<file path="config.mk">
export PLATFORM = sky130hd
export DESIGN_NAME = cst_seq
export DESIGN_NICKNAME = d
export VERILOG_FILES = /design/src/rtl/cst_pkg.sv /design/src/rtl/cst_wait.sv /design/src/rtl/cst_guard.sv /design/src/rtl/cst_ctrl.sv /design/src/rtl/cst_seq.sv
export SDC_FILE = /design/constraint.sdc
export NUM_CORES = 1
export LEC_CHECK = 0
export CAP_MARGIN = 20
export CORE_ASPECT_RATIO = 0.6
export CORE_UTILIZATION = 45
export CTS_CLUSTER_SIZE = 30
export DETAILED_ROUTE_END_ITERATION = 8
export PLACE_DENSITY = 0.85
export RECOVER_POWER = 25
export SLEW_MARGIN = 40
export SYNTH_ARGS = -nofsm -noshare
export SYNTH_HDL_FRONTEND = slang
export SYNTH_SLANG_ARGS = --single-unit
</file>
<file path="constraint.sdc">
create_clock -name clk_i -period 4.7 [get_ports clk_i]
set_clock_uncertainty 0.15 [all_clocks]
set_input_delay 0.705 -clock clk_i [delete_from_list [all_inputs] [get_ports clk_i]]
set_output_delay 0.705 -clock clk_i [all_outputs]
set_load 0.02 [all_outputs]
</file>
<file path="src/rtl/cst_pkg.sv">
package cst_pkg;
  typedef struct packed {
    logic [7:0] rate;
    logic [7:0] setup;
    logic [7:0] hold;
    logic [7:0] idle_dly;
  } dev_param_t;

  typedef enum logic [2:0] {
    ST_IDLE, ST_SETUP, ST_RUN, ST_GAP, ST_HOLD
  } phase_e;
endpackage

</file>
<file path="src/rtl/cst_wait.sv">
module cst_wait #(
  parameter int TW = 11
) (
  input  logic          clk_i,
  input  logic          rst_ni,
  input  logic          load_i,
  input  logic [TW-1:0] val_i,
  output logic          done_o
);
  logic [TW-1:0] rem_q;

  always_ff @(posedge clk_i or negedge rst_ni) begin
    if (!rst_ni)            rem_q <= '0;
    else if (load_i)        rem_q <= val_i;
    else if (rem_q != '0)   rem_q <= rem_q - 1'b1;
  end

  // phase lasts max(1, val) cycles
  assign done_o = (rem_q <= TW'(1));
endmodule

</file>
<file path="src/rtl/cst_guard.sv">
module cst_guard #(
  parameter int NUM_DEV = 5,
  parameter int TW      = 11
) (
  input  logic               clk_i,
  input  logic               rst_ni,
  input  logic [NUM_DEV-1:0] release_i,
  input  logic [TW-1:0]      val_i,
  output logic [NUM_DEV-1:0] blocked_o
);
  for (genvar g = 0; g < NUM_DEV; g++) begin : g_dev
    logic [TW-1:0] rem_q;
    always_ff @(posedge clk_i or negedge rst_ni) begin
      if (!rst_ni)               rem_q <= '0;
      else if (release_i[g])     rem_q <= val_i;
      else if (rem_q != '0)      rem_q <= rem_q - 1'b1;
    end
    assign blocked_o[g] = (rem_q != '0);
  end
endmodule

</file>
<file path="src/rtl/cst_ctrl.sv">
module cst_ctrl
  import cst_pkg::*;
#(
  parameter int NUM_DEV  = 5,
  parameter int TICK_DIV = 4,
  parameter int SEL_W    = 3,
  parameter int TW       = 11
) (
  input  logic                 clk_i,
  input  logic                 rst_ni,
  input  logic [32*NUM_DEV-1:0] param_i,
  input  logic                 req_i,
  input  logic [SEL_W-1:0]     dev_sel_i,
  input  logic                 gap_en_i,
  input  logic [1:0]           cs_idle_lvl_i,
  input  logic [1:0]           data_idle_lvl_i,
  input  logic                 bit_done_i,
  input  logic                 last_bit_i,
  input  logic [NUM_DEV-1:0]   blocked_i,
  input  logic                 wait_done_i,
  output logic                 load_o,
  output logic [TW-1:0]        load_val_o,
  output logic [NUM_DEV-1:0]   release_o,
  output logic [TW-1:0]        guard_val_o,
  output logic                 ack_o,
  output logic                 reject_o,
  output logic                 start_o,
  output logic                 busy_o,
  output logic                 sclk_en_o,
  output logic                 sel_act_o,
  output logic [SEL_W-1:0]     dev_o,
  output logic                 cs_idle_o,
  output logic                 data_idle_o,
  output logic [7:0]           clk_rate_o
);
  localparam int SEL_N = 1 << SEL_W;

  function automatic logic [TW-1:0] to_cyc(input logic [7:0] cnt);
    return TW'(cnt) * TW'(TICK_DIV);
  endfunction

  dev_param_t prm [NUM_DEV];
  for (genvar g = 0; g < NUM_DEV; g++) begin : g_prm
    assign prm[g] = param_i[32*g +: 32];
  end

  phase_e           state_q, state_d;
  logic [7:0]       rate_q, hold_q, dly_q;
  logic             dummy_q, gap_q, cs_idle_q, data_idle_q;
  logic [SEL_W-1:0] dev_q;
  logic [2:0]       bit_q;
  logic             ack_q, rej_q, start_q;

  logic             sel_dev, sel_dummy, lvl_ok, req_go, req_bad;
  logic [SEL_N-1:0] blk_ext;
  dev_param_t       sel_prm;

  assign blk_ext   = SEL_N'(blocked_i);
  assign sel_dev   = dev_sel_i < SEL_W'(NUM_DEV);
  assign sel_dummy = dev_sel_i == SEL_W'(NUM_DEV);
  assign lvl_ok    = !cs_idle_lvl_i[1] && !data_idle_lvl_i[1];
  assign req_go    = req_i && lvl_ok && (sel_dummy || (sel_dev && !blk_ext[dev_sel_i]));
  assign req_bad   = req_i && !(lvl_ok && (sel_dev || sel_dummy));

  always_comb begin
    sel_prm = '0;
    for (int i = 0; i < NUM_DEV; i++)
      if (dev_sel_i == SEL_W'(i)) sel_prm = prm[i];
  end

  always_comb begin
    state_d    = state_q;
    load_o     = 1'b0;
    load_val_o = '0;
    release_o  = '0;
    unique case (state_q)
      ST_IDLE: if (req_go) begin
        state_d = ST_SETUP; load_o = 1'b1; load_val_o = to_cyc(sel_prm.setup);
      end
      ST_SETUP: if (wait_done_i) state_d = ST_RUN;
      ST_RUN: if (bit_done_i) begin
        if (last_bit_i) begin
          state_d = ST_HOLD; load_o = 1'b1; load_val_o = to_cyc(hold_q);
        end else if (bit_q == 3'd7 && gap_q && hold_q != 8'd0) begin
          state_d = ST_GAP; load_o = 1'b1; load_val_o = to_cyc(hold_q);
        end
      end
      ST_GAP: if (wait_done_i) state_d = ST_RUN;
      ST_HOLD: if (wait_done_i) begin
        state_d = ST_IDLE;
        for (int i = 0; i < NUM_DEV; i++)
          if (!dummy_q && dev_q == SEL_W'(i)) release_o[i] = 1'b1;
      end
      default: state_d = ST_IDLE;
    endcase
  end

  always_ff @(posedge clk_i or negedge rst_ni) begin
    if (!rst_ni) begin
      state_q     <= ST_IDLE;
      rate_q      <= '0;
      hold_q      <= '0;
      dly_q       <= '0;
      dummy_q     <= 1'b0;
      gap_q       <= 1'b0;
      cs_idle_q   <= 1'b1;
      data_idle_q <= 1'b0;
      dev_q       <= '0;
      bit_q       <= '0;
      ack_q       <= 1'b0;
      rej_q       <= 1'b0;
      start_q     <= 1'b0;
    end else begin
      state_q <= state_d;
      ack_q   <= (state_q == ST_IDLE) && req_go;
      rej_q   <= (state_q == ST_IDLE) && req_bad;
      start_q <= (state_q == ST_SETUP) && wait_done_i;
      if (state_q == ST_IDLE && req_go) begin
        rate_q      <= sel_prm.rate;
        hold_q      <= sel_prm.hold;
        dly_q       <= sel_prm.idle_dly;
        dummy_q     <= sel_dummy;
        dev_q       <= dev_sel_i;
        gap_q       <= gap_en_i;
        cs_idle_q   <= cs_idle_lvl_i[0];
        data_idle_q <= data_idle_lvl_i[0];
        bit_q       <= '0;
      end else if (state_q == ST_RUN && bit_done_i) begin
        bit_q <= bit_q + 1'b1;
      end
    end
  end

  assign guard_val_o = to_cyc(dly_q);
  assign ack_o       = ack_q;
  assign reject_o    = rej_q;
  assign start_o     = start_q;
  assign busy_o      = state_q != ST_IDLE;
  assign sclk_en_o   = state_q == ST_RUN;
  assign sel_act_o   = (state_q != ST_IDLE) && !dummy_q;
  assign dev_o       = dev_q;
  assign cs_idle_o   = cs_idle_q;
  assign data_idle_o = data_idle_q;
  assign clk_rate_o  = rate_q;
endmodule

</file>
<file path="src/rtl/cst_seq.sv">
module cst_seq #(
  parameter int NUM_DEV  = 5,
  parameter int TICK_DIV = 4,
  parameter int SEL_W    = $clog2(NUM_DEV + 1)
) (
  input  logic                  clk_i,
  input  logic                  rst_ni,
  input  logic [32*NUM_DEV-1:0] param_i,
  input  logic                  req_i,
  input  logic [SEL_W-1:0]      dev_sel_i,
  input  logic                  gap_en_i,
  input  logic [1:0]            cs_idle_lvl_i,
  input  logic [1:0]            data_idle_lvl_i,
  input  logic                  bit_done_i,
  input  logic                  last_bit_i,
  output logic                  ack_o,
  output logic                  reject_o,
  output logic                  busy_o,
  output logic [NUM_DEV-1:0]    cs_o,
  output logic                  sclk_en_o,
  output logic                  start_o,
  output logic [7:0]            clk_rate_o,
  output logic                  data_idle_o
);
  localparam int TW = 8 + $clog2(TICK_DIV + 1);

  logic               load, wait_done, sel_act, cs_idle_w;
  logic [TW-1:0]      load_val, guard_val;
  logic [NUM_DEV-1:0] release_v, blocked;
  logic [SEL_W-1:0]   dev;

  cst_wait #(.TW(TW)) u_wait (
    .clk_i, .rst_ni, .load_i(load), .val_i(load_val), .done_o(wait_done)
  );

  cst_guard #(.NUM_DEV(NUM_DEV), .TW(TW)) u_guard (
    .clk_i, .rst_ni, .release_i(release_v), .val_i(guard_val), .blocked_o(blocked)
  );

  cst_ctrl #(.NUM_DEV(NUM_DEV), .TICK_DIV(TICK_DIV), .SEL_W(SEL_W), .TW(TW)) u_ctrl (
    .clk_i, .rst_ni, .param_i, .req_i, .dev_sel_i, .gap_en_i,
    .cs_idle_lvl_i, .data_idle_lvl_i, .bit_done_i, .last_bit_i,
    .blocked_i(blocked), .wait_done_i(wait_done),
    .load_o(load), .load_val_o(load_val), .release_o(release_v),
    .guard_val_o(guard_val), .ack_o, .reject_o, .start_o, .busy_o,
    .sclk_en_o, .sel_act_o(sel_act), .dev_o(dev), .cs_idle_o(cs_idle_w),
    .data_idle_o, .clk_rate_o
  );

  for (genvar g = 0; g < NUM_DEV; g++) begin : g_cs
    assign cs_o[g] = (sel_act && dev == SEL_W'(g)) ? ~cs_idle_w : cs_idle_w;
  end
endmodule

</file>
### Word-level counts from Yosys, hierarchy flattened

Cells that the tools add are included.

* register bits after elaboration: 106
* bits of input ports: 173
* output and inout port bits: 19
* word-level logic and storage cells: 149

* add/subtract/negate cells: 7
* magnitude comparators: 3
* eq/ne operators: 19
* multiplexer cells: 50
* bitwise gates (word level): 1
* reductions and logical operators: 50

Operators with widths (count)
* 32-bit two-way mux: 5
* 11-bit two-way mux: 14
* 11-bit nonzero test: 6
* 11-bit by 1-bit subtractor with 11-bit output (second input constant): 6
* 3-bit two-way mux: 8
* 1-bit logical AND: 23
* 11-bit case mux with 2 select lines: 1
* 10-bit two-way mux: 2
* 3-bit by 2-bit equality test with 1-bit output (second input constant): 6
* 3-bit equality test (second input constant): 5
* 1-bit two-way mux: 15
* 2-bit nonzero test: 7
* 3-bit case mux with 4 select lines: 1
* 11-bit by 1-bit less-or-equal comparator with 1-bit output (second input constant): 1
* 5-bit two-way mux: 2
* 3-bit by 1-bit equality test with 1-bit output (second input constant): 3
* 3-bit logical NOT: 3
* 8-bit nonzero test: 1
* 2-bit by 1-bit != test with 1-bit output (second input constant): 3
* 1-bit logical NOT: 5
* 5-bit AND reduction: 1
* 3-bit by 4-bit < comparator with 1-bit output (second input constant): 1
* 3-bit by 1-bit adder with 3-bit output (second input constant): 1
* 1-bit binary-select mux with 3-bit select: 1
* other kinds (8): 9

### Logic depth before layout (Yosys ltp)

Gate-level depths: netlist (run 1).

* depth in word-level cells: 10
* depth in mapped cells: 10
* gate-level depth less buffers: 9

### Cells and area by module

A second synthesis (run 1) with hierarchy kept.

* cells, all modules: 690
* area total of the unflattened synthesis: 7091.8 sq um

Modules (own cells, without submodules)
* cst_ctrl: instances 1, cells an instance 286, area each 3251.9 sq um, sequential area each 1002.2 sq um
* cst_guard: instances 1, cells an instance 319, area each 3042.9 sq um, sequential area each 1376.3 sq um
* cst_wait: instances 1, cells an instance 74, area each 686.9 sq um, sequential area each 275.3 sq um
* cst_seq: instances 1, cells an instance 11, area each 110.1 sq um, sequential area each 0.0 sq um

### Least setup slack after synthesis (run 1)

OpenSTA, ideal clock, no wires.

* path type: in2reg
* start: input port dev_sel_i[0]
* end: register u_ctrl.rate_q[6], in the netlist u_ctrl.clk_rate_o[6]
* library setup time: 125 ps
* arrival: 2687 ps
* data required time: 4425 ps
* path slack: 1739 ps
* stages: 10
* buffers on the path: 3
* cell sequence: clkbuf_1 > nor2b_1 > clkbuf_1 > and3b_1 > a2bb2oi_1 > o311a_1 > or2_4 > inv_4 > buf_6 > mux2_2

* cells in the longest elaborated chain, start to end: 7
* elaborated cells between the ends (all ways): 19
* classes of those cells: order compare: 1; eq/ne: 5; mux: 7; reduce/logical: 6

Ends and longest elaborated chain
* from (decl): line cst_seq.sv:10 `input logic [SEL_W-1:0] dev_sel_i,`
* 1-bit binary-select mux with 3-bit select: line cst_ctrl.sv:62 `assign req_go = req_i && lvl_ok && (sel_dummy || (sel_dev && !blk_ext[dev_sel_i]));`
* 1-bit two-way mux (implied by the code): line cst_ctrl.sv:62
* 1-bit logical NOT: line cst_ctrl.sv:62
* 1-bit logical AND: line cst_ctrl.sv:62
* 1-bit logical OR: line cst_ctrl.sv:62
* 1-bit logical AND: line cst_ctrl.sv:62
* 1-bit logical AND: line cst_ctrl.sv:118 `if (state_q == ST_IDLE && req_go) begin`
* to (signal assigned): line cst_ctrl.sv:119 `rate_q <= sel_prm.rate;`
* to (decl): line cst_ctrl.sv:48 `logic [7:0] rate_q, hold_q, dly_q;`

Parallel ways exist; a longest one is shown, timed or not. The select of a mux whose other input is x is not followed.
A chain may end at the register's enable or synchronous reset.

### Final worst setup path (run 1)

* start: register u_guard.g_dev[2].rem_q[0]
* end: register u_ctrl.rate_q[1], in the netlist u_ctrl.clk_rate_o[1]

* cells in the longest elaborated chain, start to end: 8

Ends and longest elaborated chain
* from (decl): line cst_guard.sv:12 `logic [TW-1:0] rem_q;`
* from (signal assigned): line cst_guard.sv:15 `else if (release_i[g]) rem_q <= val_i;`
* from (signal assigned): line cst_guard.sv:16 `else if (rem_q != '0) rem_q <= rem_q - 1'b1;`
* 11-bit nonzero test: line cst_guard.sv:18 `assign blocked_o[g] = (rem_q != '0);`
* 1-bit binary-select mux with 3-bit select: line cst_ctrl.sv:62
* 1-bit two-way mux (implied by the code): line cst_ctrl.sv:62
* 1-bit logical NOT: line cst_ctrl.sv:62
* 1-bit logical AND: line cst_ctrl.sv:62
* 1-bit logical OR: line cst_ctrl.sv:62
* 1-bit logical AND: line cst_ctrl.sv:62
* 1-bit logical AND: line cst_ctrl.sv:118

No other way between the ends. The select of a mux whose other input is x is not followed.

==> impl_metrics.yaml, run 1 <==
run_status:
  status: "finished, violations left"
  violations: "capacitance limit, slew limit"
clocking:
  cts_buffers: 9
  clk_pin_slew_worst_paths_ns: 0.07
  cts.repair.resized: 0
  cts_tree: "yes"
  htreeDepth: 3
  cts-hold-fix-buffers: 0
  clk_latency_ns: 0.35
  cts_setup_buffers: 0
  cts_buffer_depth: 2
  root_buffer: "clkbuf_16"
  cts.sinks: 106
pwr:
  peakVddDrop_mv: 0.140
  power.leakage_nw: 4.08
  p_per_area_nw_per_um2: 212
routing:
  drtAntennaViolNets: 0
  wirelength_mm: 19.2
  routedWlPerCell_um: 18.0
  post-route-drc-count: 0
  drt-vias-per-instance: 5.63
  drt_pre_antenna_iters: 4
  drtIter0Drc: 410
  vias: 5988
critical_path:
  critical_path.max_fanout: 27
  cp-start-kind: "flop"
  crit_arrival_ns: 3.65
  crit_type: "flop to flop"
  cp-end-kind: "flop"
  required_ns: 4.79
logic_synthesis:
  yosysMostFrequentCell: "dfrtp_1"
  ys.flop_type: "dfrtp_1"
  synth_common_cells: "dfrtp_1 (105), nor2_1 (76), nand2_1 (60)"
  ys_seq_area_frac: 0.398
  synth_area_leader_cell: "dfrtp_1"
  syn_avg_cell_area_um2: 9.64
  ys_types: 57
  synth.top_cell.area_share: 0.394
  netlist_area_um2: 6660
  syn_inst: 691
  synth_fp_nets: 877
  ys_seq_elements: 106
  async_reset_ff_frac: 1.00
  ys_top_cells_by_area: "dfrtp_1 (39%), mux2i_1 (5.7%), mux4_2 (5.1%)"
  synth_edf_count: 0
  yosysWarningCount: 0
sta:
  fin_setup_tns_ns: 0
  max_clock_freq_mhz: 281
  maxSlewHeadroom: -0.344
  hold_violations: 0
  tightest_slew_ns: 2.02
  rsz0062_at_grt: "no"
  timing.final.crit_share: 0.758
  slew_violations: 82
  setup_viol: 0
  period_needed_ns: 3.56
global_route:
  grt_pass1_wl_mm: 30.8
  grt_max_degree: 82
  grt.total_usage: 0.260
  grt_overflow: 0
  antenna_found_initial: 0
  grt_pass1_vias: 5930
finish:
  syn2layout_area_growth_pct: 34.0
  nNetsFinal: 1047
  diodes: 0
  stdcell_count: 1064
  n_fill_cell: 1170
  drive_above_1_share: 0.0843
die:
  fp.dieW_um: 159
  io_pins: 192
  die_area_um2: 15300
  rows: 34
  start_util: 0.461
  coreArea_um2: 14500
  die_y_um: 96.3
worst_hold_path:
  hp-class: "flop to flop"
placed_design:
  hpwl_mm: 14.4
  port_buffers: 191
  dp.cells: 1048
  gp_congestion: 0.888
flow_run:
  cap_violations: 1
## flip-flops by register name (all words and copies together) (netlist names), 3 cells and up
signal               count
u_ctrl.dev_o             3
u_ctrl.state_q           3
u_ctrl.hold_q            8
u_guard.g_dev.rem_q     55
u_ctrl.bit_q             3
u_ctrl.dly_q             8
u_ctrl.clk_rate_o        8
u_wait.rem_q            11
## placed cells by master, fill, tap and decap left out, drive strengths merged, types with 8 or more instances in the layout
cell           count
clkdlybuf4s50    188
dfrtp            105
nor2              76
nand2             60
mux2i             38
a21oi             37
xnor2             33
o21ai             32
nor3              31
mux2              25
o22ai             17
inv               17
a22oi             16
xor2              16
mux4              15
clkbuf            15
o31ai             14
ha                13
or3               10
a21o              10
nor4              10
or4                9
nand3              8
nor4b              8
nor3b              8
buf                8
## path summary, 6_finish.rpt
| path | start | endpoint | slack [ns] | cells after the start |
|---|---|---|---|---|
| setup / recovery | u_guard.g_dev[2].rem_q[0] | u_ctrl.clk_rate_o[1] | 1.14 | 9 |
| hold / removal | u_ctrl.clk_rate_o[0] | u_ctrl.clk_rate_o[0] | 0.35 | 1 |
| setup reg to reg | u_guard.g_dev[2].rem_q[0] | u_ctrl.clk_rate_o[1] | 1.14 | 9 |
| hold reg to reg | u_ctrl.clk_rate_o[0] | u_ctrl.clk_rate_o[0] | 0.35 | 1 |
| max in group asynchronous | rst_ni | u_wait.rem_q[3] | 2.34 | 2 |
| min in group asynchronous | rst_ni | u_guard.g_dev[0].rem_q[7] | 0.73 | 1 |
## power breakdown
group / switching [W] / internal (W)
registers: 0 / 0.000912
logic: 0.000104 / 0.000179
clock network: 0.000327 / 0.000374
total: 0.000431 / 0.00146
## metrics by stage
step / hold slack [ns] / total power, W / instance area [µm²] / utilization / setup WS, ns
6_report: 0.347 / 0.00190 / 8930 / 0.617 / 1.14
5_1_grt: 0.362 / 0.00196 / 8930 / 0.617 / 0.909
4_1_cts: 0.276 / 0.00190 / 8930 / 0.618 / 1.15
3_5_place_dp: 0.325 / 0.00121 / 8670 / 0.599 / 1.10
3_3_place_gp: 0.323 / 0.00121 / 8660 / 0.599 / 1.20
2_1_floorplan: 0.259 / 0.00103 / 6660 / - / 1.74
## kinds of logic (layout without fill, tap and decap cells)
kind of cell | after synthesis | count (layout) | synth area share
AND/OR/NAND/NOR | 242 | 242 | 0.183
AO/OA/AOI/OAI | 148 | 148 | 0.141
flip-flops | 106 | 106 | 0.398
multiplexers | 78 | 78 | 0.150
buffers and inverters | 55 | 230 | 0.0387
XOR/XNOR | 49 | 49 | 0.0644
adder cells (fa/ha/maj) | 13 | 13 | 0.0244
## worst max-delay path, cell delays in order (launching register included)
cell     delay, ns
dfrtp_1       0.40
inv_1         0.12
ha_1          0.16
nor4b_1       0.38
and3_1        0.46
mux2i_1       0.18
o311a_1       0.47
or2_4         0.41
inv_4         0.30
mux2_2        0.39
## layout make-up
type,instances,area [µm²],area share
multi-input combinational,530,3750,0.420
clock buffer,14,254,0.0284
timing repair buffer,197,1940,0.217
clock inverter,2,12.5,0.00140
tap,198,248,0.0277
inverter,17,66.3,0.00743
sequential,106,2650,0.297
## per-layer routing
layer	vias to the layer above	GRT usage	routed length [µm]
met3	25	0.0659	1360
met1	2887	0.346	8940
met5	-	0	0
met2	228	0.429	8590
li1	2848	-	-
met4	0	0.0657	293
No activity file was read; power rests on OpenSTA's default activity.
==> inputs of run 2 (changes only) <==
Clock period 4.7 ns to 3.7 ns, I/O delays scaled along.
==> run 2 against run 1 <==
Net effect:
- the run still ends with capacitance limit, slew limit left
- clock power rose by 28%
- register-to-register slack got worse by 0.65 ns
- critical path depth shrank 4
- sequential power increased by 27%
- power is 27% higher
- wire length down 0.37%
- first-iteration DRC count down 3.2%
- sequential share of layout area fell by 0.27 points
- critical path type is now flop to primary output
==> impl_metrics.yaml, run 2 (synthesized netlist as in run 1, its figures left out) <==
clocking:
  cts_setup_buffers: 0
  htreeDepth: 3
  cts-hold-fix-buffers: 0
  cts.sinks: 106
  clk_latency_ns: 0.35
  clk_pin_slew_worst_paths_ns: 0.07
  root_buffer: "clkbuf_16"
  cts_tree: "yes"
  cts_buffers: 9
  cts_buffer_depth: 2
  cts.repair.resized: 0
finish:
  drive_above_1_share: 0.0915
  final_common_cell: "clkdlybuf4s50_1"
  seq_area_um2: 2650
  final_area_um2: 9010
  mostFrequentLayoutCells: "clkdlybuf4s50_1 (188), dfrtp_1 (105), nor2_1 (76)"
  nNetsFinal: 1055
  diodes: 0
  n_fill_cell: 1175
  largest_reg_flops: 55
  reg.largest.list: "u_guard.g_dev.rem_q x55, u_wait.rem_q x11"
  syn2layout_area_growth_pct: 35.2
  top_register: "u_guard.g_dev.rem_q"
  multi_input_area_um2: 3760
die:
  start_util: 0.461
  rows: 34
  coreArea_um2: 14500
  die_area_um2: 15300
  fp.dieW_um: 159
  die_y_um: 96.3
  io_pins: 192
placed_design:
  gp_congestion: 0.871
  hpwl_mm: 14.3
  placed_cell_area_um2: 8740
  port_buffers: 191
critical_path:
  crit_chain: "nor3_1 > inv_1 > nand2_1 > xnor2_1 > clkdlybuf4s50_1"
  crit_type: "flop to primary output"
  required_ns: 2.99
  cp-startpoint: "u_ctrl.state_q[2]"
  crit_arrival_ns: 2.61
  cp-end-kind: "primary output"
  crit_slowest_cell: "clkdlybuf4s50_1"
  cp-start-kind: "flop"
  cpPeakStageDelay_ns: 0.66
  critical_path.max_fanout: 9
  reg2reg_from: "u_guard.g_dev[2].rem_q[0]"
global_route:
  grt_overflow: 0
  grt_max_degree: 56
  grt.total_usage: 0.261
  antenna_found_initial: 0
  grt_pass1_wl_mm: 31.0
  grt_pass1_vias: 6037
run_status:
  violations: "capacitance limit, slew limit"
  status: "finished, violations left"
sta:
  maxSlewHeadroom: -0.875
  setup_viol: 0
  max_clock_freq_mhz: 302
  slew_violations: 52
  tightest_slew_ns: 2.81
  fin_setup_tns_ns: 0
  rsz0062_at_grt: "no"
  period_needed_ns: 3.31
  hold_violations: 0
  timing.final.crit_share: 0.895
routing:
  wirelength_mm: 19.1
  drtAntennaViolNets: 0
  routedWlPerCell_um: 17.8
  post-route-drc-count: 0
  drt-vias-per-instance: 5.69
  drt_pre_antenna_iters: 4
  vias: 6101
  drtIter0Drc: 397
flow_run:
  cap_violations: 1
pwr:
  p_per_area_nw_per_um2: 268
  power.leakage_nw: 4.13
  peakVddDrop_mv: 0.173
worst_hold_path:
  hp-start: "u_ctrl.clk_rate_o[0]"
  hp-class: "flop to flop"
-- run 2: worst max-delay path: cells and delay by family, from the launching register on --
kind / cells / cell delay, ns
flops: 1 / 0.47
buf+inv: 2 / 0.88
simple gates: 2 / 0.77
xor+xnor: 1 / 0.13
-- run 2: path summary, 6_finish.rpt --
check                      slack (ns)  cells after the start              endpoint
min in group asynchronous        0.95                      1  u_ctrl.clk_rate_o[3]
max reg2reg                      0.49                      9       u_ctrl.dly_q[5]
min                              0.35                      1  u_ctrl.clk_rate_o[0]
max in group asynchronous        0.85                      1       u_ctrl.dly_q[7]
max                              0.39                      5               cs_o[4]
min reg2reg                      0.35                      1  u_ctrl.clk_rate_o[0]
-- run 2: final cells by class --
class / instances / share of cell area
timing repair buffer: 205 / 0.223
tap: 198 / 0.0275
multi-input combinational: 530 / 0.417
clock buffer: 16 / 0.0301
inverter: 17 / 0.00736
sequential: 106 / 0.295
-- run 2: report_power, final --
part | internal [W] | total (W) | leakage [nW] | switching, W
clock | 0.000495 | 0.000896 | 0.131 | 0.000400
combinational | 0.000231 | 0.000362 | 2.55 | 0.000131
sequential | 0.00116 | 0.00116 | 1.45 | 0
total | 0.00189 | 0.00242 | 4.13 | 0.000531
-- run 2: routing by layer --
layer  vias to the layer above  global-route usage  share of wire
met1                      2947               0.343           0.44
met3                        21              0.0633          0.082
met2                       268               0.441           0.46
met4                         0              0.0593          0.013
li1                       2865                   -              -
met5                         -                   0              0
-- run 2: stage by stage --
step | instances | power [W] | utilization | hold slack [ns] | setup WS [ns]
after CTS | 1072 | 0.00243 | 0.623 | 0.115 | 0.441
after global placement | 1056 | 0.00154 | 0.604 | 0.325 | 0.494
after floorplan | 691 | 0.00130 | - | 0.109 | 0.889
after global routing | 1072 | 0.00251 | 0.623 | 0.380 | 0.183
final | 1072 | 0.00242 | 0.623 | 0.347 | 0.388
after detailed placement | 1056 | 0.00155 | 0.604 | 0.333 | 0.438
==> inputs of run 3 (changes only) <==
Settings changed: CORE_UTILIZATION 45 to 33, PLACE_DENSITY 0.85 to 0.68.
==> run 3 against run 2 <==
Net effect:
- the run still ends with capacitance limit, slew limit left
- worst hold slack lost 0.0024 ns
- die area increased by 36%
- fmax is 0.17% higher
- core utilization shrank 15 points
- flip-flop and latch count is the same
- power increased by 4.8%
- largest cell class unchanged
- highest routed layer unchanged
==> impl_metrics.yaml, run 3 (synthesized netlist as in run 1, its figures left out) <==
run_status:
  status: "finished, violations left"
  violations: "capacitance limit, slew limit"
finish:
  mostFrequentLayoutCells: "clkdlybuf4s50_1 (188), dfrtp_1 (105), nor2_1 (76)"
  syn2layout_area_growth_pct: 37.7
  nNetsFinal: 1061
  largest_reg_flops: 55
  final_area_um2: 9180
  top_register: "u_guard.g_dev.rem_q"
  reg.largest.list: "u_guard.g_dev.rem_q x55, u_wait.rem_q x11"
  final_common_cell: "clkdlybuf4s50_1"
  drive_above_1_share: 0.100
  stdcell_count: 1144
  diodes: 0
clocking:
  clk_latency_ns: 0.35
  cts_buffer_depth: 2
  cts-hold-fix-buffers: 0
  htreeDepth: 3
  cts.repair.resized: 0
  root_buffer: "clkbuf_16"
  cts_setup_buffers: 0
  cts.sinks: 106
  cts_buffers: 9
  clk_pin_slew_worst_paths_ns: 0.07
  cts_tree: "yes"
pwr:
  p_per_area_nw_per_um2: 276
  power.leakage_nw: 4.18
  p_sw_frac: 0.212
  seqPwrFrac: 0.458
  power_frac_clock: 0.399
  peakVddDrop_mv: 0.210
  finalPower_w: 0.00253
  internal-power_w: 0.00199
  p_switching_w: 0.000538
  combPwrFrac: 0.143
die:
  io_pins: 192
  die_y_um: 112
  coreArea_um2: 19400
  die_area_um2: 20800
  fp.dieW_um: 185
  rows: 39
  start_util: 0.344
global_route:
  antenna_found_initial: 0
  grt.total_usage: 0.192
  grt_pass1_wl_mm: 31.0
  grt_overflow: 0
  grt_max_degree: 51
  grt_pass1_vias: 5821
sta:
  slew_violations: 50
  period_needed_ns: 3.31
  maxSlewHeadroom: -0.783
  setup_viol: 0
  max_clock_freq_mhz: 303
  hold_violations: 0
  timing.final.crit_share: 0.893
  rsz0062_at_grt: "no"
  fin_setup_tns_ns: 0
  tightest_slew_ns: 2.68
routing:
  drtIter0Drc: 337
  routedWlPerCell_um: 16.8
  vias: 5872
  post-route-drc-count: 0
  drt-vias-per-instance: 5.13
  drtAntennaViolNets: 0
  drt_pre_antenna_iters: 4
  wirelength_mm: 19.2
critical_path:
  rrSetupSlack_ns: 0.60
  cp-start-kind: "flop"
  crit_type: "flop to primary output"
  rr_worst_depth: 7
  reg2reg_from: "u_guard.g_dev[4].rem_q[7]"
  crit_arrival_ns: 2.60
  cp-startpoint: "u_ctrl.state_q[2]"
  cp-end-kind: "primary output"
  required_ns: 2.99
  rr_endpoint: "u_ctrl.clk_rate_o[7]"
  crit_path_end: "cs_o[3]"
  critical_path.max_fanout: 9
placed_design:
  dp.cells: 1130
  placed_cell_area_um2: 8870
  hpwl_mm: 15.0
  gp_congestion: 0.870
  port_buffers: 191
flow_run:
  cap_violations: 1
worst_hold_path:
  hp-class: "flop to flop"
run 3: changes by cell type in the layout (fill, tap and decap cells not counted):
cell | previous run | this run
clkbuf_1 | 6 | 2
bufinv_16 | 0 | 2
clkbuf_8 | 2 | 1
clkinv_2 | 0 | 1
buf_4 | 13 | 19
run 3: metrics by stage:
step / worst slack, ns / hold slack, ns / utilization
floorplan: 0.889 / 0.109 / -
global placement: 0.646 / 0.323 / 0.458
detailed placement: 0.605 / 0.329 / 0.458
CTS: 0.343 / 0.101 / 0.474
global route: 0.230 / 0.375 / 0.474
finish: 0.394 / 0.345 / 0.474
run 3: power groups by stage:
| stage | registers, W | clock network (W) | logic (W) |
|---|---|---|---|
| final | 0.00116 | 0.00101 | 0.000362 |
| after global routing | 0.00116 | 0.00109 | 0.000396 |
| after CTS | 0.00116 | 0.00103 | 0.000368 |
| after detailed placement | 0.00118 | 0 | 0.000367 |
| after global placement | 0.00118 | 0 | 0.000364 |
| after floorplan | 0.00118 | 0 | 0.000122 |
run 3: critical path, stage by stage, from the launching register on:
cell             delay, ns
dfrtp_1               0.47
nor3_1                0.68
inv_1                 0.20
nand3_1               0.15
xnor2_1               0.13
clkdlybuf4s50_1       0.62
run 3: area by class of cell:
type	count	area, µm²
clock inverters	3	65.1
well taps	266	333
fillers	1849	10200
inverters	17	66.3
repair buffers	211	2060
multi-input cells	530	3760
clock buffers	11	243
flip-flops and latches	106	2650
run 3: worst min-delay path by stage:
stage                         start                        end  slack (ns)  cells past startpoint
2_1_floorplan                rst_ni               u_ctrl.ack_o        0.11                      0
3_3_place_gp   u_ctrl.clk_rate_o[0]       u_ctrl.clk_rate_o[0]        0.32                      1
3_5_place_dp   u_ctrl.clk_rate_o[0]       u_ctrl.clk_rate_o[0]        0.33                      1
4_1_cts                      rst_ni  u_guard.g_dev[4].rem_q[9]        0.10                      1
5_1_grt        u_ctrl.clk_rate_o[5]       u_ctrl.clk_rate_o[5]        0.38                      1
6_report       u_ctrl.clk_rate_o[0]       u_ctrl.clk_rate_o[0]        0.34                      1
run 3: metal layers:
layer,share of wire,GRT usage
met1,0.46,0.270
met2,0.44,0.294
met3,0.091,0.0561
met4,0.0071,0.0342
met5,0,0
